### src/rtl/adc_rd_pkg.sv
package adc_rd_pkg;

  typedef enum logic [3:0] {
    ST_IDLE, ST_CSSET, ST_CVLO, ST_WAIT, ST_RD1, ST_RDH, ST_RD2,
    ST_GAP, ST_ABLO, ST_ABHI, ST_ABWT
  } rd_state_e;

  function automatic int ns2cyc(input int ns, input int clk_ns);
    return (ns + clk_ns - 1) / clk_ns;
  endfunction

  function automatic int max2(input int a, input int b);
    return (a > b) ? a : b;
  endfunction

endpackage

### src/rtl/adc_rd_rstsync.sv
module adc_rd_rstsync (
  input  logic clk,
  input  logic arst_n,
  output logic rst_n_o
);
  logic s1_q, s2_q;

  always_ff @(posedge clk or negedge arst_n) begin
    if (!arst_n) begin
      s1_q <= 1'b0;
      s2_q <= 1'b0;
    end else begin
      s1_q <= 1'b1;
      s2_q <= s1_q;
    end
  end

  assign rst_n_o = s2_q;
endmodule

### src/rtl/adc_rd_sync.sv
module adc_rd_sync (
  input  logic clk,
  input  logic rst_n,
  input  logic d_i,
  output logic lvl_o,
  output logic fall_o
);
  logic m1_q, m2_q, m3_q;

  always_ff @(posedge clk or negedge rst_n) begin
    if (!rst_n) begin
      m1_q <= 1'b0;
      m2_q <= 1'b0;
      m3_q <= 1'b0;
    end else begin
      m1_q <= d_i;
      m2_q <= m1_q;
      m3_q <= m2_q;
    end
  end

  assign lvl_o  = m2_q;
  assign fall_o = m3_q & ~m2_q;
endmodule

### src/rtl/adc_rd_tmr.sv
module adc_rd_tmr #(
  parameter int W = 4
) (
  input  logic         clk,
  input  logic         rst_n,
  input  logic         ld,
  input  logic [W-1:0] ld_val,
  output logic         done
);
  logic [W-1:0] cnt_q, cnt_d;

  always_comb begin
    cnt_d = cnt_q;
    if (ld)                cnt_d = ld_val;
    else if (cnt_q != '0)  cnt_d = cnt_q - 1'b1;
  end

  always_ff @(posedge clk or negedge rst_n) begin
    if (!rst_n) cnt_q <= '0;
    else        cnt_q <= cnt_d;
  end

  assign done = (cnt_q == '0);
endmodule

### src/rtl/adc_rd_wdog.sv
module adc_rd_wdog #(
  parameter int LIMIT = 1000
) (
  input  logic clk,
  input  logic rst_n,
  input  logic en,
  output logic expire
);
  localparam int W = $clog2(LIMIT + 1);
  logic [W-1:0] cnt_q, cnt_d;

  assign expire = en && (cnt_q == W'(LIMIT - 1));

  always_comb begin
    if (!en)         cnt_d = '0;
    else if (expire) cnt_d = cnt_q;
    else             cnt_d = cnt_q + 1'b1;
  end

  always_ff @(posedge clk or negedge rst_n) begin
    if (!rst_n) cnt_q <= '0;
    else        cnt_q <= cnt_d;
  end
endmodule

### src/rtl/adc_byte_reader.sv
module adc_byte_reader
  import adc_rd_pkg::*;
#(
  parameter int CLK_NS         = 10,
  parameter int CV_LO_NS       = 20,
  parameter int CV_HI_NS       = 20,
  parameter int QPRE_NS        = 50,
  parameter int QPOST_NS       = 40,
  parameter int RD_LO_NS       = 50,
  parameter int RD_HI_NS       = 20,
  parameter int SETTLE_NS      = 20,
  parameter int BYTE_GAP_NS    = 50,
  parameter int SAMP_NS        = 100,
  parameter int ABORT_SETUP_NS = 70,
  parameter int TIMEOUT_CYC    = 1000,
  parameter int DW             = 8
) (
  input  logic            clk,
  input  logic            rst_n,
  input  logic            start_i,
  input  logic            abort_i,
  input  logic            chain_i,
  input  logic            adc_busy_i,
  input  logic [DW-1:0]   adc_data_i,
  output logic            adc_cs_n_o,
  output logic            adc_convst_n_o,
  output logic            adc_rd_n_o,
  output logic            adc_byte_o,
  output logic [2*DW-1:0] result_o,
  output logic            result_vld_o,
  output logic            timeout_err_o
);

  // ---- cycle counts derived from nanosecond minimums ----
  localparam int CV_LO_CYC  = max2(1, ns2cyc(CV_LO_NS, CLK_NS));
  localparam int CV_HI_CYC  = max2(1, ns2cyc(CV_HI_NS, CLK_NS));
  localparam int QPRE_CYC   = max2(1, ns2cyc(QPRE_NS, CLK_NS));
  localparam int QPOST_CYC  = max2(1, ns2cyc(QPOST_NS, CLK_NS));
  localparam int SET_CYC    = ns2cyc(SETTLE_NS, CLK_NS);
  localparam int RD_LO_CYC  = max2(1, max2(ns2cyc(RD_LO_NS, CLK_NS), SET_CYC));
  localparam int RD_HI_CYC  = max2(1, max2(max2(ns2cyc(RD_HI_NS, CLK_NS), SET_CYC),
                                           ns2cyc(BYTE_GAP_NS, CLK_NS) - RD_LO_CYC));
  localparam int SAMP_CYC   = max2(1, ns2cyc(SAMP_NS, CLK_NS));
  localparam int ABORT_CYC  = ns2cyc(ABORT_SETUP_NS, CLK_NS);
  localparam int GAP_CYC    = max2(QPRE_CYC, CV_HI_CYC);
  localparam int WAIT_CYC   = max2(max2(QPOST_CYC, ABORT_CYC), CV_HI_CYC);
  localparam int TMR_MAX    = max2(max2(SAMP_CYC, WAIT_CYC),
                                   max2(max2(GAP_CYC, RD_LO_CYC), max2(RD_HI_CYC, CV_LO_CYC)));
  localparam int TMR_W      = $clog2(TMR_MAX + 1);

  // ---- infrastructure ----
  logic rst_n_s;
  logic busy_lvl, busy_fall;
  logic tmr_ld, tmr_done, samp_done, wd_en, wd_exp;
  logic [TMR_W-1:0] tmr_val;

  adc_rd_rstsync u_rst (.clk(clk), .arst_n(rst_n), .rst_n_o(rst_n_s));

  adc_rd_sync u_busy (
    .clk(clk), .rst_n(rst_n_s), .d_i(adc_busy_i),
    .lvl_o(busy_lvl), .fall_o(busy_fall)
  );

  adc_rd_tmr #(.W(TMR_W)) u_step (
    .clk(clk), .rst_n(rst_n_s), .ld(tmr_ld), .ld_val(tmr_val), .done(tmr_done)
  );

  adc_rd_tmr #(.W(TMR_W)) u_samp (
    .clk(clk), .rst_n(rst_n_s), .ld(busy_fall),
    .ld_val(TMR_W'(SAMP_CYC - 1)), .done(samp_done)
  );

  adc_rd_wdog #(.LIMIT(TIMEOUT_CYC)) u_wdog (
    .clk(clk), .rst_n(rst_n_s), .en(wd_en), .expire(wd_exp)
  );

  // ---- sequencer state ----
  rd_state_e state_q, state_d;
  logic fell_q, fell_d;
  logic abt_q, abt_d;
  logic cs_n_d, cv_n_d, rd_n_d, byte_d;
  logic [DW-1:0]   hi_q, hi_d;
  logic [2*DW-1:0] res_q, res_d;
  logic            vld_q, vld_d, err_q, err_d;
  logic            cs_n_q, cv_n_q, rd_n_q, byte_q;

  assign wd_en = (state_q == ST_WAIT) || (state_q == ST_ABWT);

  // next state
  always_comb begin
    state_d = state_q;
    unique case (state_q)
      ST_IDLE:  if (start_i) state_d = ST_CSSET;
      ST_CSSET: if (tmr_done) state_d = ST_CVLO;
      ST_CVLO:  if (tmr_done) state_d = ST_WAIT;
      ST_WAIT: begin
        if (wd_exp)                                      state_d = ST_IDLE;
        else if ((busy_fall || fell_q) && tmr_done)      state_d = ST_RD1;
        else if ((abt_q || abort_i) && tmr_done && busy_lvl) state_d = ST_ABLO;
      end
      ST_RD1:   if (tmr_done) state_d = ST_RDH;
      ST_RDH:   if (tmr_done) state_d = ST_RD2;
      ST_RD2:   if (tmr_done) state_d = ST_GAP;
      ST_GAP:   if (tmr_done && samp_done) state_d = chain_i ? ST_CVLO : ST_IDLE;
      ST_ABLO:  if (tmr_done) state_d = ST_ABHI;
      ST_ABHI:  if (tmr_done) state_d = ST_ABWT;
      ST_ABWT: begin
        if (wd_exp)         state_d = ST_IDLE;
        else if (!busy_lvl) state_d = ST_GAP;
      end
      default:  state_d = ST_IDLE;
    endcase
  end

  // step timer load, keyed on the state being entered
  assign tmr_ld = (state_d != state_q);
  always_comb begin
    unique case (state_d)
      ST_CSSET:        tmr_val = TMR_W'(QPRE_CYC - 1);
      ST_CVLO, ST_ABLO: tmr_val = TMR_W'(CV_LO_CYC - 1);
      ST_WAIT:         tmr_val = TMR_W'(WAIT_CYC - 1);
      ST_RD1, ST_RD2:  tmr_val = TMR_W'(RD_LO_CYC - 1);
      ST_RDH:          tmr_val = TMR_W'(RD_HI_CYC - 1);
      ST_GAP:          tmr_val = TMR_W'(GAP_CYC - 1);
      ST_ABHI:         tmr_val = TMR_W'(CV_HI_CYC - 1);
      default:         tmr_val = '0;
    endcase
  end

  // datapath and pin next values
  always_comb begin
    fell_d = (state_q == ST_WAIT) && (fell_q || busy_fall);
    abt_d  = (state_q == ST_WAIT) && (abt_q || abort_i);
    cs_n_d = (state_d == ST_IDLE);
    cv_n_d = !((state_d == ST_CVLO) || (state_d == ST_ABLO));
    rd_n_d = !((state_d == ST_RD1) || (state_d == ST_RD2));
    byte_d = (state_d == ST_RDH) || (state_d == ST_RD2);
    hi_d   = hi_q;
    if ((state_q == ST_RD1) && tmr_done) hi_d = adc_data_i;
    res_d  = res_q;
    vld_d  = (state_q == ST_RD2) && tmr_done;
    if (vld_d) res_d = {hi_q, adc_data_i};
    err_d  = err_q | wd_exp;
  end

  always_ff @(posedge clk or negedge rst_n_s) begin
    if (!rst_n_s) begin
      state_q <= ST_IDLE;
      fell_q  <= 1'b0;
      abt_q   <= 1'b0;
      cs_n_q  <= 1'b1;
      cv_n_q  <= 1'b1;
      rd_n_q  <= 1'b1;
      byte_q  <= 1'b0;
      hi_q    <= '0;
      res_q   <= '0;
      vld_q   <= 1'b0;
      err_q   <= 1'b0;
    end else begin
      state_q <= state_d;
      fell_q  <= fell_d;
      abt_q   <= abt_d;
      cs_n_q  <= cs_n_d;
      cv_n_q  <= cv_n_d;
      rd_n_q  <= rd_n_d;
      byte_q  <= byte_d;
      hi_q    <= hi_d;
      res_q   <= res_d;
      vld_q   <= vld_d;
      err_q   <= err_d;
    end
  end

  assign adc_cs_n_o     = cs_n_q;
  assign adc_convst_n_o = cv_n_q;
  assign adc_rd_n_o     = rd_n_q;
  assign adc_byte_o     = byte_q;
  assign result_o       = res_q;
  assign result_vld_o   = vld_q;
  assign timeout_err_o  = err_q;

endmodule

### config.mk
export PLATFORM = sky130hd
export DESIGN_NAME = adc_byte_reader
export DESIGN_NICKNAME = d
export VERILOG_FILES = /design/src/rtl/adc_rd_pkg.sv /design/src/rtl/adc_rd_rstsync.sv /design/src/rtl/adc_rd_sync.sv /design/src/rtl/adc_rd_tmr.sv /design/src/rtl/adc_rd_wdog.sv /design/src/rtl/adc_byte_reader.sv
export SDC_FILE = /design/constraint.sdc
export NUM_CORES = 1
export LEC_CHECK = 0
export BUFFER_PORTS_ARGS = -buffer_cell sky130_fd_sc_hd__buf_2
export CAP_MARGIN = 20
export CORE_ASPECT_RATIO = 1.2
export CORE_MARGIN = 4
export CORE_UTILIZATION = 55
export CTS_CLUSTER_DIAMETER = 120
export DETAILED_ROUTE_END_ITERATION = 7
export PLACE_DENSITY = 0.79
export RECOVER_POWER = 100
export SETUP_SLACK_MARGIN = 0.05
export SLEW_MARGIN = 20
export SYNTH_ARGS = -nofsm -noshare
export SYNTH_HDL_FRONTEND = slang
export SYNTH_HIERARCHICAL = 1
export SYNTH_SLANG_ARGS = --single-unit
### constraint.sdc
create_clock -name clk -period 4.6 [get_ports clk]
set_input_delay 0.46 -clock clk [delete_from_list [all_inputs] [get_ports clk]]
set_output_delay 0.46 -clock clk [all_outputs]
set_load 0.01 [all_outputs]
======== Word level (Yosys, flattened, before mapping) ========
Memory sizes are Yosys's and may differ from the RTL's.
Index checks and enable logic that the tools add are counted.
Widths: inputs -> output; s select.
storage, ports and cells
  register bits ........................... 59
  latch bits .............................. 0
  RAM bits ................................ 0
  ROM bits ................................ 48
  bits of input ports ..................... 14
  output and inout bits ................... 22
  word-level logic and storage cells ...... 91
  memories kept ........................... 1
memory list
  name              words  width  rd ports  clocked after memory_dff  write ports  line                    RTL
  (name not given)  16     3      1         0                         0            adc_byte_reader.sv:118  unique case (state_d)
operators by class
  add/subtract/negate cells ............... 3
  multiply operators ...................... 0
  div/mod/pow operators ................... 0
  $lt $le $gt $ge ......................... 0
  equality and inequality tests ........... 18
  shift-type cells ........................ 0
  muxes and demuxes ....................... 22
  bitwise gates (word level) .............. 3
  reduce and logical (&&, ||, !) cells .... 25
operator list
  operator               number
  $mux 4                 18
  $pmux 4 s11            1
  $eq 4x3->1 const B     7
  $mux 10                2
  $eq 4x4->1 const B     4
  $logic_not 4->1        4
  $eq 4x2->1 const B     3
  $add 10x1->10 const B  1
  $eq 10x10->1 const B   1
  $logic_and 1x1->1      9
  $reduce_bool 4->1      2
  $sub 4x1->4 const B    2
  $logic_or 1x1->1       6
  $eq 4x1->1 const B     1
  $ne 4x4->1             1
  $reduce_bool 2->1      2
  $logic_not 1->1        2
  $mux 2                 1
  $ne 2x2->1 const B     1
  $and 1x1->1            1
  $not 1->1              1
  $or 1x1->1             1

======== Depth between registers and ports, before layout ========
Gate-level depths: netlist of the first run.
  depth after elaboration ................. 10
  mapped depth ............................ 13

======== Hierarchy ========
The synthesis of the first run kept the hierarchy.
modules (own cells, without submodules)
  module           times used  cells each  area each (um^2)
  adc_byte_reader  1           165         1705.4
  adc_rd_wdog      1           57          519.2
  adc_rd_tmr       2           22          234.0
  adc_rd_sync      1           4           88.8
  adc_rd_rstsync   1           3           53.8

======== Least setup slack after synthesis of the first run ========
OpenSTA, ideal clock, no wires.
  path type ............................... register -> register
  start point ............................. register u_wdog.cnt_q[3]
  end point ............................... register u_step.cnt_q[3]
  library setup time ...................... 0.126 ns
  data arrival time ....................... 2.864 ns
  required time ........................... 4.474 ns
  path slack .............................. 1.610 ns
  stages on the path, launching flop included .. 12
  buffers on the path ..................... 1
  clock period less this slack ............ 2.990 ns
  cells stage by stage .................... dfrtp_1 -> or3b_1 -> or3_1 -> nor2_1 -> a21oi_1 -> a221oi_1 -> o21ai_2 -> nand2_1 -> a211o_1 -> clkbuf_1 -> nor3_1 -> a221o_1
on the way
  longest elaborated chain between the ends .. 6
  elaborated cells between the ends (all ways) .. 8
  classes of those cells .................. eq/ne: 2; mux: 4; reduce/logical: 2
ends and longest elaborated chain
  element                                      line                                           RTL
  from (decl)                                  adc_rd_wdog.sv:10                              logic [W-1:0] cnt_q, cnt_d;
  from (signal assigned)                       adc_rd_wdog.sv:22                              else cnt_q <= cnt_d;
  $eq 10x10->1 (*)                             adc_rd_wdog.sv:12                              assign expire = en && (cnt_q == W'(LIMIT - 1));
  $logic_and 1x1->1 (*)                        adc_rd_wdog.sv:12
  named net wd_exp                             adc_byte_reader.sv:54                          logic tmr_ld, tmr_done, samp_done, wd_en, wd_exp;
  $mux 4 (on tied branches)                    adc_byte_reader.sv:108, adc_byte_reader.sv:97
  $pmux 4 s11 (*)                              adc_byte_reader.sv:92                          unique case (state_q)
  named net state_d[1]                         adc_byte_reader.sv:78                          rd_state_e state_q, state_d;
  $ne 4x4->1 (*)                               adc_byte_reader.sv:116                         assign tmr_ld = (state_d != state_q);
  named net tmr_ld                             adc_byte_reader.sv:54
  $mux 4 or $reduce_bool 2->1 (tied branches)  -
  to (signal assigned)                         adc_rd_tmr.sv:20                               else cnt_q <= cnt_d;
  to (decl)                                    adc_rd_tmr.sv:10                               logic [W-1:0] cnt_q, cnt_d;
The timed path passes the listed nets; every way through them passes the cells marked *.
A chain may end at the register's enable or synchronous reset.

======== Worst setup path in the final report of the first run ========
  start point ............................. register state_q[0]
  end point ............................... register u_step.cnt_q[3]
on the way
  longest elaborated chain between the ends .. 7
  elaborated cells between the ends (all ways) .. 31
  classes of those cells .................. eq/ne: 11; mux: 16; reduce/logical: 4
ends and longest elaborated chain
  element                                      line                                           RTL
  from (decl)                                  adc_byte_reader.sv:78
  from (signal assigned)                       adc_byte_reader.sv:160                         state_q <= state_d;
  $eq 4x2->1 or $eq 4x4->1 (tied branches)     adc_byte_reader.sv:87                          assign wd_en = (state_q == ST_WAIT) || (state_q == ST_ABWT);
  $logic_or 1x1->1 (*)                         adc_byte_reader.sv:87
  named net wd_en                              adc_byte_reader.sv:54
  $logic_and 1x1->1 (*)                        adc_rd_wdog.sv:12
  named net wd_exp                             adc_byte_reader.sv:54
  $mux 4 (on tied branches)                    adc_byte_reader.sv:108, adc_byte_reader.sv:97
  $pmux 4 s11 (*)                              adc_byte_reader.sv:92
  named net state_d[1]                         adc_byte_reader.sv:78
  $ne 4x4->1 (*)                               adc_byte_reader.sv:116
  named net tmr_ld                             adc_byte_reader.sv:54
  $mux 4 or $reduce_bool 2->1 (tied branches)  -
Marked as above.

==> metrics.cfg, run 1 <==
[synth]
ys_warn_count = 6
dominantRegCellSynth = dfrtp_1
yosysMostFrequentCell = nand2_1
synth_edf_count = 0
syn-instance-count = 273
yosys-top-cells-count = nand2_1, dfrtp_1, nor2_1
netlist_top_cells_area = dfrtp_1, nand2_1, mux2_2
synthArstFlopShare_pct = 100
synth_top_area_cell = dfrtp_1
avgSynthCellArea_um2 = 10.4
netlist_area_um2 = 2840
synth_cell_types = 61
yosysTopAreaCellShare_pct = 49.4
ys_seq_area_share_pct = 52.2
ys_seq_elements = 59

[clock_tree]
cts_made_buffers = 9
cts_max_path_buffers = 2
cts_root_buf = clkbuf_8
path_clk_slew_ps = 70
cts_setup_buffers = 0
cts_max_level = 3
cts.sinks = 59
cts_tree = built
clkLatencyLatePin_ps = 320

[sta]
finalClockSkew_ps = 8.23
post-route-period-util_pct = 77.4
tightest_slew_ps = 2870
worst_slack_ps = 1040
period_needed_ps = 3560
final-hold-violation-count = 0
rsz0062_at_grt = no
finalSetupViolations = 0
fin_tns_setup_ps = 0
drv_slew = 58
fmax_mhz = 281
relSlewSlack_pct = -91.5

[pwr]
p_leak_nw = 1.39
ir_drop_uv = 361
p_int_w = 0.00126
p_comb_share_pct = 37.2
pwr-share-seq_pct = 39.8
switching_share_pct = 36.0
p_per_area_nw_per_um2 = 620
clkPwrFrac_pct = 23.0
p_switching_w = 0.000708

[placed_design]
pre_cts_ws_ps = 1430
dp_hpwl_um = 3830
place.gp.congestion = 0.864
port-buffer-count = 35

[finish]
n_antenna_cell = 0
nNetsFinal = 334
syn_to_final_growth_pct = 11.9
final_layout_size_suffix_gt1_share_pct = 14.3

[worst_setup_path]
startpoint_type = register
arrival_ps = 3760
critPathCaptureType = register
worst_path_largest_cell_delay_ps = 630
crit_type = register to register
crit_chain = xnor2_1 -> nor3b_1 -> clkbuf_1 -> inv_1 -> nor2_1 -> a21oi_1 -> a221oi_1 -> o21ai_0 -> nand2_1 -> a211o_1 -> nor3_1 -> a221o_1
crit_required_ps = 4800
crit_fanout = 14
cp_slowest_cell = dfrtp_1

[global_route]
grt_pass1_wl_um = 9480
grt_overflow_total = 0
grt_usage_pct = 19.2
grt_pass1_vias = 2079
grt_max_degree = 58
antenna_found_initial = 0

[route]
drt_first_pass_iters = 4
routedWlPerCell_um = 13.8
vias = 2052
vias_per_cell = 5.37
drt-initial-drc-count = 68
totalWireLength_um = 5270
drc = 0
ant_nets = 0

[floorplan]
io_pins = 36
start_util_pct = 57.0
die_width_um = 73.5
rows = 28
die_h_um = 86.7
dieArea_um2 = 6370
core-area_um2 = 4970

[status]
violations = capacitance limit, slew limit
outcome = finished with violations

[run]
cap_viol_max_count = 1

[min_path]
hp-class = input pin to register

## sequential cells by signal (all words and copies together), names as in the netlist
signal          count
result_o           16
u_wdog/cnt_q       10
hi_q                8
state_q             4
u_samp/cnt_q        4
u_step/cnt_q        4
abt_q               1
adc_byte_o          1
adc_convst_n_o      1
adc_cs_n_o          1
adc_rd_n_o          1
fell_q              1
result_vld_o        1
timeout_err_o       1
u_busy/lvl_o        1
u_busy/m1_q         1
u_busy/m3_q         1
u_rst/rst_n_o       1
u_rst/s1_q          1
## worst max-delay path: cells and delay by family, from the launching register on
kind	cells	cell delay, ps
AOI/OAI and AO/OA	5	1320
and+or+nand+nor	4	840
DFF	1	630
buffers and inverters	2	540
xor gates and xnor gates	1	130
## final cells by class
class / count / area (µm²)
multi-input cells: 195 / 1200
repair buffers: 40 / 171
inverters: 12 / 45.0
well taps: 60 / 75.1
fillers: 441 / 1800
clock inverters: 4 / 50.0
clock buffers: 12 / 145
flip-flops and latches: 59 / 1480
## final timing paths
path / start / end / slack [ps] / cells past startpoint
setup / recovery: state_q[0]$_DFF_PN0_ / u_step/cnt_q[3]$_DFFE_PN0P_ / 1040 / 12
hold / removal: adc_busy_i / u_busy/m1_q$_DFF_PN0_ / 240 / 1
setup reg to reg: state_q[0]$_DFF_PN0_ / u_step/cnt_q[3]$_DFFE_PN0P_ / 1040 / 12
hold reg to reg: u_busy/m1_q$_DFF_PN0_ / u_busy/lvl_o$_DFF_PN0_ / 350 / 0
max in group asynchronous: u_rst/rst_n_o$_DFF_PN0_ / hi_q[4]$_DFFE_PN0P_ / 1690 / 1
min in group asynchronous: rst_n / u_rst/rst_n_o$_DFF_PN0_ / 470 / 2
## metrics by stage
| step | instance area, µm² | util (%) | hold WS (ps) | std cells | power, W |
|---|---|---|---|---|---|
| 6_report | 3170 | 63.8 | 238 | 382 | 0.00197 |
| 5_1_grt | 3170 | 63.8 | 206 | 382 | 0.00214 |
| 4_1_cts | 3280 | 65.9 | 224 | 382 | 0.00207 |
| 3_5_place_dp | 3070 | 61.7 | 252 | 365 | 0.00160 |
| 3_3_place_gp | 3070 | 61.7 | 245 | 365 | 0.00157 |
| 2_1_floorplan | 2850 | - | 164 | 276 | 0.00143 |
## cells in the final DEF (no fill, tap or decap), types with 9 or more instances in the layout
cell type   n
clkbuf_1   29
mux2i_1     9
mux2_2     10
buf_2      12
nand2_1    65
inv_1      10
nor2_1     11
dfrtp_1    55
clkbuf_8   10
o21ai_0    10
## cells by family (layout without fill, tap and decap cells)
kind of cell | count (synthesis) | after routing | synth area share (%)
fa+ha+maj | 3 | 3 | 1.32
xor+xnor | 7 | 7 | 2.16
other cells | 3 | 6 | 0.397
buf+inv | 22 | 68 | 3.57
simple gates | 124 | 124 | 23.1
mux | 19 | 19 | 7.15
flops | 59 | 59 | 52.2
compound gates | 36 | 36 | 10.1
## timing repair
item | in CTS | in global routing
gates resized for setup | 0 | 0
endpoints found under the setup margin | 0 | 0
endpoints found under the hold margin | 2 | 0
hold buffers | 1 | 0
## power by group through the flow
stage,clock network [W],registers [W],logic [W]
after floorplan,0,0.000778,0.000657
after CTS,0.000467,0.000785,0.000815
after global placement,0,0.000784,0.000781
after global routing,0.000495,0.000805,0.000836
after detailed placement,0,0.000792,0.000812
final,0.000453,0.000782,0.000731
## per-layer routing
layer,GRT usage (%),vias to the layer above,wire length (µm)
li1,-,1019,-
met1,24.5,987,2330
met2,30.6,38,2640
met3,6.84,8,234
met4,5.77,0,61
met5,0,-,0
Note: power is estimated with default switching activity, not from simulation.
==> run 2: changes to the inputs <==
--- a/config.mk
+++ b/config.mk
@@ -5,6 +5,7 @@
 export SDC_FILE = /design/constraint.sdc
 export NUM_CORES = 1
 export LEC_CHECK = 0
+export ABC_AREA = 1
 export BUFFER_PORTS_ARGS = -buffer_cell sky130_fd_sc_hd__buf_2
 export CAP_MARGIN = 20
 export CORE_ASPECT_RATIO = 1.2
==> constraint.sdc (replaced) <==
create_clock -name clk -period 3.3 [get_ports clk]
set_input_delay 0.33 -clock clk [delete_from_list [all_inputs] [get_ports clk]]
set_output_delay 0.33 -clock clk [all_outputs]
set_load 0.01 [all_outputs]
==> run 2 against run 1 <==
Net effect:
- the run still ends with capacitance limit, slew limit left
- clock power increased by 79%
- setup slack got worse by 670 ps
- synthesized cell count increased by 39%
- via count increased by 22%
- non-clock buffer count decreased by 2
- sequential share of layout area decreased by 3.2 points
- sequential power increased by 37%
- design area increased by 7.3%
- utilization increased by 0.93 points
- clock skew decreased by 5.6 ps
- register-to-register slack got worse by 670 ps
- critical path type unchanged
- largest cell class unchanged
==> metrics.cfg, run 2 <==
[status]
outcome = finished with violations  ; unchanged
violations = capacitance limit, slew limit  ; unchanged

[sta]
whs_ps = 96.6  ; was 238 ps
drv_slew = 45  ; was 58
fmax_mhz = 341  ; was 281 MHz
period_needed_ps = 2930  ; was 3560 ps
tightest_slew_ps = 1680  ; was 2870 ps
finalSetupViolations = 0  ; unchanged
fin_tns_setup_ps = 0  ; unchanged
finalClockSkew_ps = 2.64  ; was 8.23 ps
final-hold-violation-count = 0  ; unchanged
rsz0062_at_grt = no  ; unchanged
post-route-period-util_pct = 88.8  ; was 77.4%
relSlewSlack_pct = -11.9  ; was -91.5%

[placed_design]
place.gp.congestion = 0.961  ; was 0.864
port-buffer-count = 35  ; unchanged
dp_hpwl_um = 4270  ; was 3830 µm

[finish]
layout_common_cells = nand2_1, dfrtp_1, inv_1  ; was nand2_1, dfrtp_1, clkbuf_1
fillers = 458  ; was 441
nNetsFinal = 444  ; was 334
final_layout_size_suffix_gt1_share_pct = 13.0  ; was 14.3%
n_antenna_cell = 0  ; unchanged
seqCellArea_um2 = 1480  ; about the same
final_common_cell = nand2_1  ; unchanged
syn_to_final_growth_pct = 14.8  ; was 11.9%
largest_reg_flops = 16  ; unchanged
multi_input_area_um2 = 1250  ; was 1200 µm²

[worst_setup_path]
arrival_ps = 3160  ; was 3760 ps
crit_type = register to register  ; unchanged
crit_fanout = 10  ; was 14
r2r-start = state_q[1]$_DFF_PN0_  ; was state_q[0]$_DFF_PN0_
crit_chain = nand2_1 -> inv_2 -> nand2_2 -> o21ai_0 -> buf_4 -> inv_1 -> nor2_4 -> inv_1 -> nand2_1 -> nand3_1 -> nand2_1 -> nand2_1 -> nand2_1 -> nand2_1 -> inv_2 -> nand2_1 -> nand2_1 -> nor2_1 -> nand2_1 -> inv_1 -> nand2_1 -> inv_1 -> nand2_1 -> nand2_1  ; was xnor2_1 -> nor3b_1 -> clkbuf_1 -> inv_1 -> nor2_1 -> a21oi_1 -> a221oi_1 -> o21ai_0 -> nand2_1 -> a211o_1 -> nor3_1 -> a221o_1
worst_path_largest_cell_delay_ps = 550  ; was 630 ps
critPathTopFamily = simple AND/OR/NAND/NOR gates  ; was compound AO/OA/AOI/OAI gates
critical_path_buf_inv_count = 7  ; was 2
crit_required_ps = 3530  ; was 4800 ps
rr_worst_depth = 24  ; was 12
critPathCaptureType = register  ; unchanged
cp_slowest_cell = dfrtp_1  ; unchanged
r2r_end = u_step/cnt_q[3]$_DFFE_PN0P_  ; unchanged
ff2ff_setup_slack_ps = 370  ; was 1040 ps
crit_top_cell = nand2_1
startpoint_type = register  ; unchanged

[clock_tree]
clkLatencyLatePin_ps = 340  ; was 320 ps
cts_max_level = 3  ; unchanged
cts_root_buf = clkbuf_8  ; unchanged
path_clk_slew_ps = 70  ; about the same
cts_tree = built  ; unchanged
cts_max_path_buffers = 2  ; unchanged
cts_made_buffers = 9  ; unchanged
cts_setup_buffers = 0  ; unchanged
cts.sinks = 59  ; unchanged

[route]
routedWlPerCell_um = 12.3  ; was 13.8 µm
vias_per_cell = 5.06  ; was 5.37
vias = 2499  ; was 2052
drc = 0  ; unchanged
totalWireLength_um = 6070  ; was 5270 µm
drt-initial-drc-count = 135  ; was 68
ant_nets = 0  ; unchanged
drt_first_pass_iters = 6  ; was 4

[synth]
yosysTopAreaCellShare_pct = 47.3  ; was 49.4%
ys_seq_area_share_pct = 49.9  ; was 52.2%
ys_warn_count = 6  ; unchanged
synthArstFlopShare_pct = 100  ; unchanged
ys_seq_elements = 59  ; unchanged
synth_edf_count = 0  ; unchanged
syn-instance-count = 380  ; was 273
avgSynthCellArea_um2 = 7.80  ; was 10.4 µm²
netlist_area_um2 = 2970  ; was 2840 µm²
yosysMostFrequentCell = nand2_1  ; unchanged
dominantRegCellSynth = dfrtp_1  ; unchanged
yosys-top-cells-count = nand2_1, dfrtp_1, inv_1  ; was nand2_1, dfrtp_1, nor2_1
synth_top_area_cell = dfrtp_1  ; unchanged
netlist_top_cells_area = dfrtp_1, nand2_1, inv_1  ; was dfrtp_1, nand2_1, mux2_2
synth_cell_types = 26  ; was 61

[floorplan]
start_util_pct = 56.4  ; was 57.0%
core-area_um2 = 5260  ; was 4970 µm²
die_h_um = 88.4  ; was 86.7 µm
io_pins = 36  ; unchanged
die_width_um = 75.0  ; was 73.5 µm
rows = 29  ; was 28
dieArea_um2 = 6640  ; was 6370 µm²

[global_route]
grt_pass1_vias = 2581  ; was 2079
grt_usage_pct = 21.1  ; was 19.2%
antenna_found_initial = 0  ; unchanged
grt_max_degree = 45  ; was 58
grt_overflow_total = 0  ; unchanged
grt_pass1_wl_um = 10800  ; was 9480 µm

[pwr]
p_leak_nw = 1.79  ; was 1.39 nW
p_per_area_nw_per_um2 = 849  ; was 620 nW/µm²
ir_drop_uv = 620  ; was 361 µV

[min_path]
holdPathStages = 1  ; unchanged
hp-class = input pin to register  ; unchanged
hold_start = adc_busy_i  ; unchanged
hold_end = u_busy/m1_q$_DFF_PN0_  ; unchanged

[run]
cap_viol_max_count = 1  ; unchanged

run 2: cell types whose count changed in the layout (fill, tap and decap cells not counted), moves of 5 or more:
cell / before / now
nand2_1: 65 / 136
inv_1: 10 / 44
o21ai_0: 10 / 33
nand3_1: 5 / 26
nor2_1: 11 / 31
mux2_2: 10 / 0
mux2i_1: 9 / 0
nor2_2: 0 / 8
clkbuf_1: 29 / 24
nor2b_1: 5 / 0
run 2: worst reg2reg max path: stages (launching register included):
cell and delay [ps]:
dfrtp_1 550, nand2_1 160, inv_2 100, nand2_2 70, o21ai_0 90, buf_4 180
inv_1 110, nor2_4 180, inv_1 90, nand2_1 100, nand3_1 90, nand2_1 70
nand2_1 50, nand2_1 50, nand2_1 130, inv_2 140, nand2_1 60, nand2_1 60
nor2_1 40, nand2_1 160, inv_1 90, nand2_1 90, inv_1 40, nand2_1 70
nand2_1 60
run 2: area by class of cell:
cell class                 instances  area share, %
clock buffer                       9           3.64
timing repair buffer              38           4.92
clock inverter                     7           3.64
inverter                          48           5.29
tap                               62           2.28
sequential                        59           43.5
multi-input combinational        271           36.8
run 2: report_power, final:
part / total, W / switching [W] / internal [W]
combinational: 0.00101 / 0.000667 / 0.000344
clock: 0.000812 / 0.000304 / 0.000508
sequential: 0.00107 / 0.000138 / 0.000931
total: 0.00289 / 0.00111 / 0.00178
run 2: how the worst max path moves through the flow:
| stage | startpoint | endpoint | slack [ps] | cells after the start |
|---|---|---|---|---|
| 5_1_grt | state_q[1]$_DFF_PN0_ | u_step/cnt_q[3]$_DFFE_PN0P_ | 30 | 24 |
| 3_3_place_gp | state_q[1]$_DFF_PN0_ | u_step/cnt_q[1]$_DFFE_PN0P_ | 620 | 20 |
| 4_1_cts | state_q[1]$_DFF_PN0_ | u_step/cnt_q[3]$_DFFE_PN0P_ | 420 | 24 |
| 6_report | state_q[1]$_DFF_PN0_ | u_step/cnt_q[3]$_DFFE_PN0P_ | 370 | 24 |
| 2_1_floorplan | state_q[2]$_DFF_PN0_ | u_step/cnt_q[0]$_DFFE_PN0P_ | 560 | 18 |
| 3_5_place_dp | state_q[1]$_DFF_PN0_ | u_step/cnt_q[3]$_DFFE_PN0P_ | 480 | 24 |
run 2: through the flow:
step / instances / power (W) / util (%) / worst slack, ps / area [µm²]
3_5_place_dp: 477 / 0.00212 / 61.0 / 481 / 3210
3_3_place_gp: 477 / 0.00207 / 61.0 / 624 / 3210
5_1_grt: 494 / 0.00314 / 64.7 / 35.0 / 3400
6_report: 494 / 0.00289 / 64.7 / 369 / 3400
4_1_cts: 494 / 0.00296 / 65.9 / 418 / 3470
2_1_floorplan: 383 / 0.00188 / - / 555 / 2980
run 2: what timing repair did:
action / in CTS / in global routing
hold endpoints to repair: 2 / 0
hold buffers: 1 / 0
resized for setup: 0 / 0
run 2: cell families after synthesis:
kind of cell | share of synthesized area [%]
buf+inv | 7.22
fa+ha+maj | 1.27
other cells | 0.380
flops | 49.9
compound gates | 6.71
simple gates | 33.3
xor+xnor | 1.18
run 2: metal layers:
| metal | vias up | track usage [%] | wire [µm] |
|---|---|---|---|
| li1 | 1266 | - | - |
| met1 | 1149 | 23.6 | 2530 |
| met2 | 66 | 35.7 | 3000 |
| met3 | 18 | 6.36 | 340 |
| met4 | 0 | 11.0 | 196 |
| met5 | - | 0 | 0 |
